`src/rtl/vec_fault_sub.sv`:
```
module vec_fault_sub #(
  parameter int AW         = 32,
  parameter int IPLW       = 4,
  parameter int VNW        = 8,
  parameter int BERR_IPL   = 14,
  parameter logic [AW-1:0] RESET_ADDR = 32'h0000_0200,
  parameter logic [AW-1:0] VTAB_BASE  = 32'h0000_0004
) (
  input  logic            clk,
  input  logic            rst_n,
  input  logic            exc_take,
  input  logic [IPLW-1:0] exc_level,
  input  logic [VNW-1:0]  exc_vnum,
  output logic            mem_req,
  output logic [AW-1:0]   mem_addr,
  input  logic            mem_ack,
  input  logic            mem_err,
  input  logic [AW-1:0]   mem_rdata,
  output logic            vec_valid,
  output logic [AW-1:0]   vec_target,
  output logic [IPLW-1:0] vec_ipl,
  output logic            vec_fail,
  output logic            exc_ack,
  output logic            tinfo_we,
  output logic [IPLW-1:0] tinfo_level,
  output logic [VNW-1:0]  tinfo_vnum,
  input  logic            other_berr,
  output logic            berr_trap_req,
  input  logic            ret_pulse,
  output logic            sr_vf,
  input  logic            sfr_we,
  input  logic [AW-1:0]   sfr_wdata,
  output logic [AW-1:0]   sfr_rdata
);
  localparam int SLOT = AW / 8;
  localparam logic [IPLW-1:0] TRAP_LVL = IPLW'(BERR_IPL);

  logic [AW-1:0]   vfa_q;
  logic [IPLW-1:0] lvl_q;
  logic [VNW-1:0]  vn_q;
  logic            resp, fault, start;

  assign resp      = mem_req && (mem_ack || mem_err);
  assign fault     = resp && mem_err;
  assign start     = exc_take && !mem_req;
  assign sfr_rdata = vfa_q;

  always_ff @(posedge clk) begin
    if (!rst_n) vfa_q <= RESET_ADDR;
    else if (sfr_we) vfa_q <= {sfr_wdata[AW-1:1], 1'b0};
  end

  always_ff @(posedge clk) begin
    if (!rst_n) begin
      mem_req  <= 1'b0;
      mem_addr <= '0;
      lvl_q    <= '0;
      vn_q     <= '0;
    end else if (start) begin
      mem_req  <= 1'b1;
      mem_addr <= VTAB_BASE + AW'(exc_vnum) * AW'(SLOT);
      lvl_q    <= exc_level;
      vn_q     <= exc_vnum;
    end else if (resp) begin
      mem_req  <= 1'b0;
    end
  end

  always_ff @(posedge clk) begin
    if (!rst_n) begin
      vec_valid   <= 1'b0;
      vec_target  <= '0;
      vec_ipl     <= '0;
      vec_fail    <= 1'b0;
      exc_ack     <= 1'b0;
      tinfo_we    <= 1'b0;
      tinfo_level <= '0;
      tinfo_vnum  <= '0;
    end else begin
      vec_valid <= resp;
      exc_ack   <= resp && !mem_err;
      tinfo_we  <= resp;
      if (resp) begin
        vec_target  <= mem_err ? vfa_q : mem_rdata;
        vec_ipl     <= mem_err ? TRAP_LVL : lvl_q;
        vec_fail    <= mem_err;
        tinfo_level <= lvl_q;
        tinfo_vnum  <= vn_q;
      end
    end
  end

  always_ff @(posedge clk) begin
    if (!rst_n) begin
      sr_vf         <= 1'b0;
      berr_trap_req <= 1'b0;
    end else begin
      berr_trap_req <= other_berr;
      if (fault) sr_vf <= 1'b1;
      else if (ret_pulse) sr_vf <= 1'b0;
    end
  end

  assert_req_hold_R8: assert property (@(posedge clk) disable iff (!rst_n)
    mem_req && !mem_ack && !mem_err |=> mem_req && $stable(mem_addr));
  assert_req_drop_R8: assert property (@(posedge clk) disable iff (!rst_n)
    vec_valid |-> !mem_req);
  assert_fail_forces_lvl_R2: assert property (@(posedge clk) disable iff (!rst_n)
    vec_valid && vec_fail |-> vec_ipl == TRAP_LVL && !exc_ack && sr_vf);
  assert_no_vec_trap_R3: assert property (@(posedge clk) disable iff (!rst_n)
    berr_trap_req |-> $past(other_berr));
  assert_vf_sticky_R10: assert property (@(posedge clk) disable iff (!rst_n)
    sr_vf && !ret_pulse |=> sr_vf);
  assert_vf_cleared_R7: assert property (@(posedge clk) disable iff (!rst_n)
    $fell(sr_vf) |-> $past(ret_pulse));
  assert_out_stable_R10: assert property (@(posedge clk) disable iff (!rst_n)
    !vec_valid |-> $stable(vec_target) && $stable(vec_ipl) && $stable(vec_fail));
  assert_sfr_align_R4: assert property (@(posedge clk) disable iff (!rst_n)
    sfr_rdata[0] == 1'b0);
endmodule

```
`config.mk`:
```
export PLATFORM = sky130hd
export DESIGN_NAME = vec_fault_sub
export DESIGN_NICKNAME = d
export VERILOG_FILES = /design/src/rtl/vec_fault_sub.sv
export SDC_FILE = /design/constraint.sdc
export NUM_CORES = 1
export LEC_CHECK = 0
export ABC_AREA = 1
export BUFFER_PORTS_ARGS = -buffer_cell sky130_fd_sc_hd__buf_2
export CAP_MARGIN = 20
export CORE_ASPECT_RATIO = 1.1
export CORE_MARGIN = 4
export CORE_UTILIZATION = 46
export DETAILED_ROUTE_END_ITERATION = 8
export HOLD_SLACK_MARGIN = 0.12
export PLACE_DENSITY = 0.8
export SKIP_LAST_GASP = 1
export SLEW_MARGIN = 20
export SYNTH_ARGS = -nofsm -noshare
export SYNTH_HDL_FRONTEND = slang
export SYNTH_SLANG_ARGS = --single-unit
```
`constraint.sdc`:
```
create_clock -name clk -period 1.35 [get_ports clk]
set_input_delay 0.3375 -clock clk [delete_from_list [all_inputs] [get_ports clk]]
set_output_delay 0.3375 -clock clk [all_outputs]
set_load 0.1 [all_outputs]
```
=== After elaboration in Yosys (flattened, before gate mapping) ===
Cells that the tools add are included.

* Flip-flop bits (word level): 129
* Bits in latches: 0
* Memory bits (writable): 0
* Bits in read-only memories: 0
* Input bits: 84
* Output and inout port bits: 119
* Word-level logic and storage cells: 30
* Memories: 0

* Add/subtract/negate cells: 1
* $mul: 0
* Divide/modulo/power cells: 0
* Magnitude comparators: 0
* Eq/ne operators: 0
* Shift operators: 0
* Muxes and demuxes: 6
* Bitwise operators: 0
* Reductions and logical operators: 9

{| class="wikitable"
|+ Operators by type and width
! operator !! number
|-
| 32-bit two-way mux || 1
|-
| 3-bit by 10-bit adder with 11-bit output (first input constant) || 1
|-
| 1-bit logical AND || 4
|-
| 1-bit two-way mux || 4
|-
| 4-bit two-way mux || 1
|-
| 2-bit nonzero test || 2
|-
| 1-bit logical NOT || 2
|-
| 1-bit logical OR || 1
|}

=== Longest topological paths before layout ===
Gate-level depths: netlist of run 1.

* Depth in word-level cells: 4
* Gate-level depth with buffers: 8
* Gate-level depth less buffers: 7

=== Worst setup path after synthesis of run 1 ===
Ideal clock, no wire load.

* Path kind: reg-to-reg
* From: register mem_req
* To: register tinfo_vnum[0]
* Library setup time: 0.118 ns
* Arrival: 1.806 ns
* Required time: 1.232 ns
* Path slack: -0.573 ns
* Cell stages (with the launch flop): 6
* Buffers on the path: 1
* Period minus slack after synthesis: 1.923 ns
* Cell sequence: dfxtp_1 nand2_2 nand2_4 nor2_1 buf_2 a22o_1

* Word-level cells in the longest chain between the ends: 1

{| class="wikitable"
|+ Ends and longest elaborated chain
! element !! RTL line !! RTL
|-
| start, declared || 14 || <nowiki>output logic mem_req,</nowiki>
|-
| start signal, assigned || 55 || <nowiki>mem_req <= 1'b0;</nowiki>
|-
| start signal, assigned || 60 || <nowiki>mem_req <= 1'b1;</nowiki>
|-
| start signal, assigned || 65 || <nowiki>mem_req <= 1'b0;</nowiki>
|-
| 1-bit logical AND || 43 || <nowiki>assign resp = mem_req && (mem_ack || mem_err);</nowiki>
|-
| end signal, assigned || 88 || <nowiki>tinfo_vnum <= vn_q;</nowiki>
|-
| end, declared || 26 || <nowiki>output logic [VNW-1:0] tinfo_vnum,</nowiki>
|}

Every way passes these cells.
A chain may end at the register's enable or synchronous reset.

=== Worst setup path in the final report of run 1 ===
* From: register vfa_q[21], in the netlist sfr_rdata[21]
* To: output sfr_rdata[21]

{| class="wikitable"
|+ RTL lines
! element !! RTL line !! RTL
|-
| start, declared || 38 || <nowiki>logic [AW-1:0] vfa_q;</nowiki>
|-
| start signal, assigned || 50 || <nowiki>else if (sfr_we) vfa_q <= {sfr_wdata[AW-1:1], 1'b0};</nowiki>
|-
| end, declared || 33 || <nowiki>output logic [AW-1:0] sfr_rdata</nowiki>
|}

No word-level cell between the ends.

==> impl_metrics.json, run 1 <==
{
  "slowest_delay_ns": 0.42,
  "r2r-start": "mem_req$_SDFFE_PN0P_",
  "postPlaceCellArea_um2": 6490,
  "multi_input_gate_area_in_the_final_layout_um2": 1610,
  "worst_setup_hold_path_clk_slew_ns": 0.10,
  "antenna_found_initial": 0,
  "irDropWorstVdd_mv": 0.774,
  "drive_gt1_frac": 0.353,
  "antenna_left": 0,
  "seqCellArea_um2": 2150,
  "cts_root_buf": "sky130_fd_sc_hd__clkbuf_8",
  "finalCritPeriodShare": 0.974,
  "horizontal_die_dimension_um": 97.8,
  "worstPathArrival_ns": 0.98,
  "setup_viol_count_final": 0,
  "clock_path_buffers": 2,
  "rsz0062_at_grt": "no",
  "first_pass_detailed_route_iteration_total": 4,
  "power.leakage_uw": 0.00290,
  "area_delta_synth_final_pct": 63.8,
  "clock_skew_ns": 0.0115,
  "clkSinkCount": 106,
  "final_common_cell": "sky130_fd_sc_hd__buf_12",
  "total_global_routing_overflow": 0,
  "die_footprint_um2": 10500,
  "detailed_place_hpwl_um": 10700,
  "hold_viol_final": 0,
  "port_buffers": 177,
  "cpMaxStageDelayCell": "sky130_fd_sc_hd__dfxtp_1",
  "min_to": "berr_trap_req$_SDFF_PN0_",
  "postCtsSetupBuffers": 0,
  "timing.critical_path.fanout_max": 3,
  "n_antenna_cell": 0,
  "layout_min_cycle_time_ns": 1.31,
  "startpoint_class": "flop",
  "cell_type_group_with_the_largest_total_delay_on_the_critical_path": "flip-flops",
  "crit_path_end_kind": "output port",
  "rrSetupSlack_ns": 0.09,
  "syn_inst": 504,
  "cts_tree": "done",
  "layout.cells.most_common_list": "98 x sky130_fd_sc_hd__buf_12, 86 x sky130_fd_sc_hd__dfxtp_1, 82 x sky130_fd_sc_hd__buf_2",
  "max_freq_mhz": 761,
  "synth.yosys.seq_area_share": 0.520,
  "regToRegEndpoint": "vec_target[12]$_SDFFE_PN0P_",
  "critical_path_class": "reg -> out",
  "detailedRoute.firstIterationViolations": 125,
  "routed_wirelength_um": 14000,
  "syn-cell-area_um2": 4080,
  "floorplan.die.height_um": 107,
  "run_status": "finished clean",
  "setup-tns-final_ns": 0,
  "grt_max_degree": 35,
  "number_of_synthesis_warnings": 0,
  "finish.net_count": 767,
  "number_of_buffer_and_inverter_stages_on_the_critical_path": 1,
  "post-route-cell-area_um2": 6690,
  "grt_usage": 0.261,
  "grt_first_pass_wirelength_um": 21700,
  "power.density_nw_per_um2": 1230,
  "synth_seq_cells": 106,
  "syn-mean-instance-area_um2": 8.10,
  "maxSlewViolCount": 0,
  "worstHoldPathType": "in -> reg",
  "crit_required_ns": 1.01,
  "post-route-util": 0.783,
  "reg2reg_depth": 5,
  "effective_utilization_at_floorplan": 0.478,
  "ioPinCount": 203,
  "hp-start": "other_berr",
  "routabilityCongestion": 0.884,
  "routed_via_density": 5.24,
  "first_global_vias": 4394,
  "cts_inserted_buffers": 9,
  "core-area_um2": 8540,
  "whs_ns": 0.179,
  "holdPathStages": 3,
  "wl_per_cell_um": 17.5,
  "clock_latency_late_sink_ns": 0.35,
  "cts_htree_levels": 3,
  "floorplan.rows": 35,
  "maxCapViolCount": 0,
  "num_vias": 4180,
  "drcViolationCount": 0,
  "crit_chain": "buf_12",
  "ys_types": 28,
  "layout.filler_cells": 518
}
[metrics by stage]
| stage | worst slack, ns | power [uW] | std cells |
|---|---|---|---|
| after global placement | 0.0945 | 6320 | 782 |
| after CTS | 0.00502 | 8220 | 797 |
| final | 0.0355 | 8220 | 797 |
| after floorplan | 0.00137 | 5360 | 527 |
| after detailed placement | 0.00770 | 6390 | 782 |
| after global routing | 0.00197 | 8470 | 797 |
[metal layers]
metal	share of wire	vias to the layer above	track usage
li1	-	1970	-
met1	0.34	1969	0.256
met2	0.53	199	0.481
met3	0.088	42	0.0956
met4	0.038	0	0.126
met5	0	-	0
[cell usage after synthesis (all sizes together)]
master | number | share of area
xnor2 | 1 | 0.0021
conb | 1 | 0.00092
a31oi | 3 | 0.0046
nand2 | 85 | 0.082
buf | 45 | 0.076
nand3 | 12 | 0.015
nor2 | 82 | 0.078
o21a | 1 | 0.0018
inv | 25 | 0.023
dfxtp | 106 | 0.52
clkbuf | 10 | 0.0092
nor3 | 3 | 0.0049
a22o | 5 | 0.011
a211oi | 2 | 0.0037
ha | 1 | 0.0031
o21ai | 58 | 0.071
a22oi | 27 | 0.050
a21oi | 37 | 0.045
[sequential cells by signal, indices dropped and copies added (netlist names)]
name,flops
tinfo_we,1
vec_fail,1
berr_trap_req,1
vec_target,32
lvl_q,4
vec_ipl,4
vn_q,8
tinfo_vnum,8
mem_addr,9
mem_req,1
sr_vf,1
exc_ack,1
sfr_rdata,31
tinfo_level,4
[final cells by class]
type,instances,share of cell area
clock buffers,10,0.0191
clock inverters,5,0.00842
inverters,25,0.0140
multi-input cells,341,0.240
flip-flops and latches,106,0.322
well taps,111,0.0208
repair buffers,199,0.376
[power by group]
group | internal [uW] | total (uW) | switching [uW]
logic | 868 | 2800 | 1930
clock network | 847 | 1890 | 1040
registers | 3320 | 3530 | 209
total | 5040 | 8220 | 3190
[tightest hold or removal path, cell delays in order]
cell and delay [ns]:
sky130_fd_sc_hd__buf_2 0.08, sky130_fd_sc_hd__nand2_1 0.04, sky130_fd_sc_hd__inv_1 0.04
[cells by family after synthesis]
kind of cell / after synthesis / synth area share
buf+inv: 80 / 0.108
compound gates: 133 / 0.187
other cells: 1 / 0.000918
xor+xnor: 1 / 0.00214
fa+ha+maj: 1 / 0.00306
simple gates: 182 / 0.179
flops: 106 / 0.520
[worst max path at each step]
stage | depth (start not counted) | startpoint | slack [ns] | endpoint
finish | 1 | sfr_rdata[21]$_SDFFE_PN0P_ | 0.04 | sfr_rdata[21]
global route | 1 | sfr_rdata[24]$_SDFFE_PN0P_ | 0.002 | sfr_rdata[24]
CTS | 1 | sfr_rdata[10]$_SDFFE_PN0P_ | 0.005 | sfr_rdata[10]
detailed placement | 6 | mem_err | 0.008 | vec_target[17]$_SDFFE_PN0P_
global placement | 6 | mem_err | 0.09 | vec_target[17]$_SDFFE_PN0P_
floorplan | 2 | sfr_rdata[9]$_SDFFE_PN1P_ | 0.001 | vec_target[9]$_SDFFE_PN0P_
[repair_timing]
item | CTS | global route
hold buffers | 0 | 0
endpoints found under the setup margin | 4 | 12
resized for setup | 4 | 12
(Power assumes the default switching activity.)
==> run 2, diff against run 1 <==
--- a/config.mk
+++ b/config.mk
@@ -10,10 +10,11 @@
 export CAP_MARGIN = 20
 export CORE_ASPECT_RATIO = 1.1
 export CORE_MARGIN = 4
-export CORE_UTILIZATION = 46
+export CORE_UTILIZATION = 41
 export DETAILED_ROUTE_END_ITERATION = 8
+export GPL_TIMING_DRIVEN = 0
 export HOLD_SLACK_MARGIN = 0.12
-export PLACE_DENSITY = 0.8
+export PLACE_DENSITY = 0.76
 export SKIP_LAST_GASP = 1
 export SLEW_MARGIN = 20
 export SYNTH_ARGS = -nofsm -noshare
==> constraint.sdc (replaced) <==
create_clock -name clk -period 1.2 [get_ports clk]
set_input_delay 0.3 -clock clk [delete_from_list [all_inputs] [get_ports clk]]
set_output_delay 0.3 -clock clk [all_outputs]
set_load 0.1 [all_outputs]
==> run 2 against run 1 <==
Against the previous run: the flow now finishes with violations (negative setup slack); clock skew down 0.0023 ns; die area up 11%; routed wire length up 40%; worst setup slack worse by 0.27 ns; first-iteration DRC count up 140%; design area up 13%; clock power up 9.5%; total power up 17%; critical path type is now reg -> reg.
==> impl_metrics.json, run 2 (same netlist as run 1, synthesis figures left out) <==
{
  "cts_root_buf": "sky130_fd_sc_hd__clkbuf_8",
  "crit_required_ns": 1.49,
  "antenna_left": 0,
  "grt_max_degree": 18,
  "layout.cells.most_common_list": "95 x sky130_fd_sc_hd__buf_12, 88 x sky130_fd_sc_hd__buf_2, 80 x sky130_fd_sc_hd__nand2_1",
  "cpMaxStageDelayCell": "sky130_fd_sc_hd__dfxtp_4",
  "crit_chain": "nand2_4 -> nor2_4 -> buf_6 -> a22oi_1 -> a21oi_1",
  "maxSlewHeadroom": 0.629,
  "whs_ns": 0.143,
  "layout.filler_cells": 531,
  "antenna_found_initial": 0,
  "worst_setup_hold_path_clk_slew_ns": 0.10,
  "num_vias": 4958,
  "grt_usage": 0.320,
  "routed_via_density": 5.56,
  "die_footprint_um2": 11600,
  "power.sequential.fraction": 0.414,
  "number_of_flip_flops_in_the_largest_register": 32,
  "layout_min_cycle_time_ns": 1.44,
  "floorplan.rows": 37,
  "post-route-cell-area_um2": 7590,
  "port_buffers": 176,
  "p_comb_frac": 0.371,
  "max_freq_mhz": 696,
  "r2r-start": "mem_req$_SDFFE_PN0P_",
  "power.leakage_uw": 0.00336,
  "drcViolationCount": 0,
  "area_delta_synth_final_pct": 85.8,
  "first_global_vias": 5118,
  "detailedRoute.firstIterationViolations": 301,
  "postPlaceCellArea_um2": 5360,
  "routed_wirelength_um": 19500,
  "hold_viol_final": 0,
  "first_pass_detailed_route_iteration_total": 7,
  "clock_latency_late_sink_ns": 0.39,
  "clock_path_buffers": 2,
  "cts_htree_levels": 3,
  "share_clk_of_total_power": 0.216,
  "run_status": "finished with violations",
  "pre_cts_ws_ns": -0.179,
  "slowest_delay_ns": 0.44,
  "switching_share": 0.410,
  "rrSetupSlack_ns": -0.24,
  "worstPathArrival_ns": 1.73,
  "finish.net_count": 853,
  "cts_inserted_buffers": 9,
  "regMostFlops": "vec_target",
  "effective_utilization_at_floorplan": 0.428,
  "finalCritPeriodShare": 1.20,
  "cp-startpoint": "mem_req$_SDFFE_PN0P_",
  "drive_gt1_frac": 0.530,
  "wl_per_cell_um": 21.9,
  "detailed_place_hpwl_um": 10100,
  "cts_tree": "done",
  "critical_path_class": "reg -> reg",
  "core-area_um2": 9540,
  "power.density_nw_per_um2": 1260,
  "startpoint_class": "flop",
  "clkSinkCount": 106,
  "reg2reg_depth": 5,
  "clock_skew_ns": 0.00926,
  "maxSlewViolCount": 0,
  "failed_checks": "negative setup slack",
  "floorplan.die.height_um": 113,
  "crit_path_end_kind": "flop",
  "total_switching_power_uw": 3930,
  "total_global_routing_overflow": 0,
  "worst_pin_slew_ns": 0.556,
  "ioPinCount": 203,
  "power_report.internal_total_uw": 5660,
  "final_common_cell": "sky130_fd_sc_hd__buf_12",
  "horizontal_die_dimension_um": 103,
  "maxCapViolCount": 0,
  "rsz0062_at_grt": "yes",
  "worst_setup_path_endpoint": "vec_target[12]$_SDFFE_PN0P_",
  "final_worst_slack_ns": -0.236,
  "worstHoldPathType": "in -> reg",
  "grt_first_pass_wirelength_um": 28300,
  "routabilityCongestion": 0.850,
  "setup_viol_count_final": 129,
  "irDropWorstVdd_mv": 0.959,
  "regToRegEndpoint": "vec_target[12]$_SDFFE_PN0P_",
  "timing.critical_path.fanout_max": 10,
  "power_uw": 9590
}
-- run 2: cell types whose count changed in the layout (fill, tap and decap cells not counted), moves of 4 or more --
| cell | change |
|---|---|
| sky130_fd_sc_hd__nand2_4 | +4 |
| sky130_fd_sc_hd__a21oi_2 | +4 |
| sky130_fd_sc_hd__buf_6 | +12 |
| sky130_fd_sc_hd__a22oi_1 | -10 |
| sky130_fd_sc_hd__o21ai_1 | +5 |
| sky130_fd_sc_hd__clkbuf_1 | +10 |
| sky130_fd_sc_hd__buf_4 | +55 |
| sky130_fd_sc_hd__dfxtp_4 | +32 |
| sky130_fd_sc_hd__o21ai_0 | -5 |
| sky130_fd_sc_hd__dfxtp_2 | +42 |
| sky130_fd_sc_hd__buf_2 | +6 |
| sky130_fd_sc_hd__dfxtp_1 | -74 |
| sky130_fd_sc_hd__a22oi_2 | +10 |
| sky130_fd_sc_hd__a21oi_1 | -4 |
-- run 2: power groups by stage --
stage	clock (uW)	sequential [uW]	combinational (uW)
global route	2230	3990	3660
finish	2070	3970	3550
global placement	0	3970	2620
detailed placement	0	3970	2640
floorplan	0	5240	868
CTS	2050	3970	3350
-- run 2: critical path: cells and delay by family, from the launching register on --
kind | cells | cell delay (ns)
buf+inv | 1 | 0.20
flops | 1 | 0.44
simple gates | 2 | 0.35
compound gates | 2 | 0.34
-- run 2: worst min path at each step --
stage | from | endpoint | slack, ns | depth (start not counted)
floorplan | mem_err | exc_ack$_SDFF_PN0_ | 0.38 | 1
global placement | vec_ipl[0]$_SDFFE_PN0P_ | vec_ipl[0]$_SDFFE_PN0P_ | 0.43 | 2
detailed placement | vec_ipl[0]$_SDFFE_PN0P_ | vec_ipl[0]$_SDFFE_PN0P_ | 0.43 | 2
CTS | sfr_wdata[11] | sfr_rdata[11]$_SDFFE_PN0P_ | 0.13 | 3
global route | sfr_wdata[4] | sfr_rdata[4]$_SDFFE_PN0P_ | 0.15 | 3
finish | mem_rdata[31] | vec_target[31]$_SDFFE_PN0P_ | 0.14 | 3
-- run 2: layout make-up --
class	count	area (um2)	share of cell area
diodes	1	2.50	0.000330
clock inverters	6	43.8	0.00577
repair buffers	230	2730	0.359
multi-input cells	341	1720	0.227
flip-flops and latches	106	2320	0.306
clock buffers	10	128	0.0168
inverters	25	96.3	0.0127
well taps	117	146	0.0193
plain buffers	55	398	0.0524
-- run 2: metal layers --
| metal | vias to the layer above | global-route usage | routed length, um |
|---|---|---|---|
| met5 | - | 0 | 0 |
| met4 | 0 | 0.203 | 1260 |
| met3 | 115 | 0.105 | 2160 |
| met2 | 393 | 0.532 | 9540 |
| met1 | 2311 | 0.342 | 6530 |
| li1 | 2139 | - | - |
-- run 2: through the flow --
stage,utilization,TNS [ns],cells
after CTS,0.770,-4.01,877
after detailed placement,0.562,-4.78,820
after global routing,0.795,-11.64,890
final,0.796,-6.81,891
after floorplan,-,-2.14,527
after global placement,0.562,-3.30,820
-- run 2: timing repair --
item,in CTS,in global routing
hold endpoints to repair,2,0
gates resized for setup,412,50
endpoints found under the setup margin,115,150
pin swaps,5,13
cloned,2,1
hold buffers,2,0
buffers inserted,37,12
==> run 3, diff against run 2 <==
--- a/config.mk
+++ b/config.mk
@@ -15,6 +15,7 @@
 export GPL_TIMING_DRIVEN = 0
 export HOLD_SLACK_MARGIN = 0.12
 export PLACE_DENSITY = 0.76
+export REMOVE_ABC_BUFFERS = 1
 export SKIP_LAST_GASP = 1
 export SLEW_MARGIN = 20
 export SYNTH_ARGS = -nofsm -noshare
==> run 3 against run 2 <==
Against the previous run: the run still ends with negative setup slack left; flip-flop and latch count did not move; combinational power down 5%; clock power is 21% higher; sequential power hardly changed; hold slack worse by 0.0031 ns; via count decreased by 9.0%; highest routed layer unchanged.
==> impl_metrics.json, run 3 (same netlist as run 1, synthesis figures left out) <==
{
  "run_status": "finished with violations",
  "failed_checks": "negative setup slack",
  "cts_root_buf": "sky130_fd_sc_hd__clkbuf_8",
  "hp-start": "sfr_wdata[4]",
  "drive_gt1_frac": 0.497,
  "detailed_place_hpwl_um": 7750,
  "n_antenna_cell": 0,
  "routed_via_density": 5.39,
  "placed_cells": 766,
  "floorplan.die.height_um": 113,
  "power.density_nw_per_um2": 1350,
  "num_vias": 4512,
  "antenna_found_initial": 0,
  "final_common_cell": "sky130_fd_sc_hd__buf_12",
  "critical_path_class": "reg -> out",
  "clkSinkCount": 106,
  "routabilityCongestion": 0.839,
  "clock_skew_ns": 0.0102,
  "routed_wirelength_um": 16500,
  "holdPathStages": 3,
  "clock_latency_late_sink_ns": 0.38,
  "worstPathArrival_ns": 1.02,
  "first_pass_detailed_route_iteration_total": 5,
  "power.leakage_uw": 0.00314,
  "min_to": "sfr_rdata[4]$_SDFFE_PN0P_",
  "postPlaceCellArea_um2": 4860,
  "timing.critical_path.fanout_max": 6,
  "cell_type_group_with_the_largest_total_delay_on_the_critical_path": "flip-flops",
  "horizontal_die_dimension_um": 103,
  "hold_viol_final": 0,
  "total_global_routing_overflow": 0,
  "slowest_delay_ns": 0.45,
  "startpoint_class": "flop",
  "setup_viol_count_final": 132,
  "worst_pin_slew_ns": 0.515,
  "grt_usage": 0.272,
  "post-route-cell-area_um2": 7270,
  "max_freq_mhz": 756,
  "worstHoldPathType": "in -> reg",
  "drcViolationCount": 0,
  "detailedRoute.firstIterationViolations": 244,
  "crit_path_end_kind": "output port",
  "maxSlewViolCount": 0,
  "grt_first_pass_wirelength_um": 24400,
  "rrSetupSlack_ns": -0.11,
  "maxCapViolCount": 0,
  "whs_ns": 0.140,
  "crit_chain": "buf_12",
  "finalCritPeriodShare": 1.10,
  "cts_tree": "done",
  "cts_htree_levels": 3,
  "port_buffers": 177,
  "regMostFlops": "vec_target",
  "grt_max_degree": 56,
  "core-area_um2": 9540,
  "worst-path-stages": 1,
  "cpMaxStageDelayCell": "sky130_fd_sc_hd__dfxtp_4",
  "rsz0062_at_grt": "yes",
  "first_global_vias": 4629,
  "regToRegEndpoint": "vec_ipl[2]$_SDFFE_PN0P_",
  "clock_path_buffers": 2,
  "number_of_flip_flops_in_the_largest_register": 32,
  "irDropWorstVdd_mv": 0.756,
  "final_worst_slack_ns": -0.122,
  "wl_per_cell_um": 19.7,
  "finish.cell_count_without_fillers": 837,
  "layout.cells.most_common_list": "96 x sky130_fd_sc_hd__buf_12, 80 x sky130_fd_sc_hd__nand2_1, 80 x sky130_fd_sc_hd__buf_2",
  "r2r-start": "mem_req$_SDFFE_PN0P_",
  "die_footprint_um2": 11600,
  "antenna_left": 0,
  "area_delta_synth_final_pct": 78.1,
  "finish.net_count": 800,
  "number_of_buffer_and_inverter_stages_on_the_critical_path": 1,
  "reg2reg_depth": 5,
  "effective_utilization_at_floorplan": 0.428,
  "worst_setup_hold_path_clk_slew_ns": 0.11,
  "layout_min_cycle_time_ns": 1.32,
  "floorplan.rows": 37,
  "crit_required_ns": 0.90,
  "maxSlewHeadroom": 0.657,
  "cts_inserted_buffers": 9,
  "ioPinCount": 203
}
[run 3: worst max-delay path by stage]
| stage | to | slack [ns] | from |
|---|---|---|---|
| after floorplan | mem_addr[7]$_SDFFE_PN0P_ | -0.88 | mem_req$_SDFFE_PN0P_ |
| after global placement | tinfo_vnum[1]$_SDFFE_PN0P_ | -2.28 | rst_n |
| after detailed placement | tinfo_vnum[5]$_SDFFE_PN0P_ | -1.53 | rst_n |
| after CTS | vec_valid | -0.1 | tinfo_we$_SDFF_PN0_ |
| after global routing | vec_ipl[2]$_SDFFE_PN0P_ | -0.17 | mem_req$_SDFFE_PN0P_ |
| final | mem_req | -0.12 | mem_req$_SDFFE_PN0P_ |
[run 3: layout make-up]
type,count,area [um2]
clock buffer,9,124
clock inverter,7,103
fill,556,2260
inverter,25,120
multi-input combinational,344,1710
sequential,106,2320
tap,117,146
timing repair buffer,228,2740
timing repair inverter,1,7.51
[run 3: metrics by stage]
stage	worst slack, ns	setup TNS [ns]	total power, uW	util
floorplan	-0.880	-63.00	5900	-
global placement	-2.28	-102.43	6370	0.509
detailed placement	-1.53	-78.90	6410	0.509
CTS	-0.0996	-3.85	9700	0.738
global route	-0.172	-8.77	10100	0.763
finish	-0.122	-3.60	9830	0.763
[run 3: per-layer routing]
layer / GRT usage / wire length (um) / vias to the layer above
met3: 0.0677 / 1540 / 57
met4: 0.146 / 643 / 0
met1: 0.289 / 5610 / 2124
met5: 0 / 0 / -
li1: - / - / 2039
met2: 0.482 / 8690 / 292
[run 3: what timing repair did]
action | in CTS | in global routing
hold buffers | 3 | 0
gates resized for setup | 500 | 44
endpoints found under the setup margin | 200 | 170
gates cloned | 4 | 0
buffers inserted | 33 | 15
pin swaps | 4 | 4
endpoints found under the hold margin | 3 | 0
[run 3: power by group]
part	total, uW	internal [uW]	switching (uW)
combinational	3360	1060	2300
sequential	3960	3730	234
clock	2510	1190	1320
total	9830	5980	3850
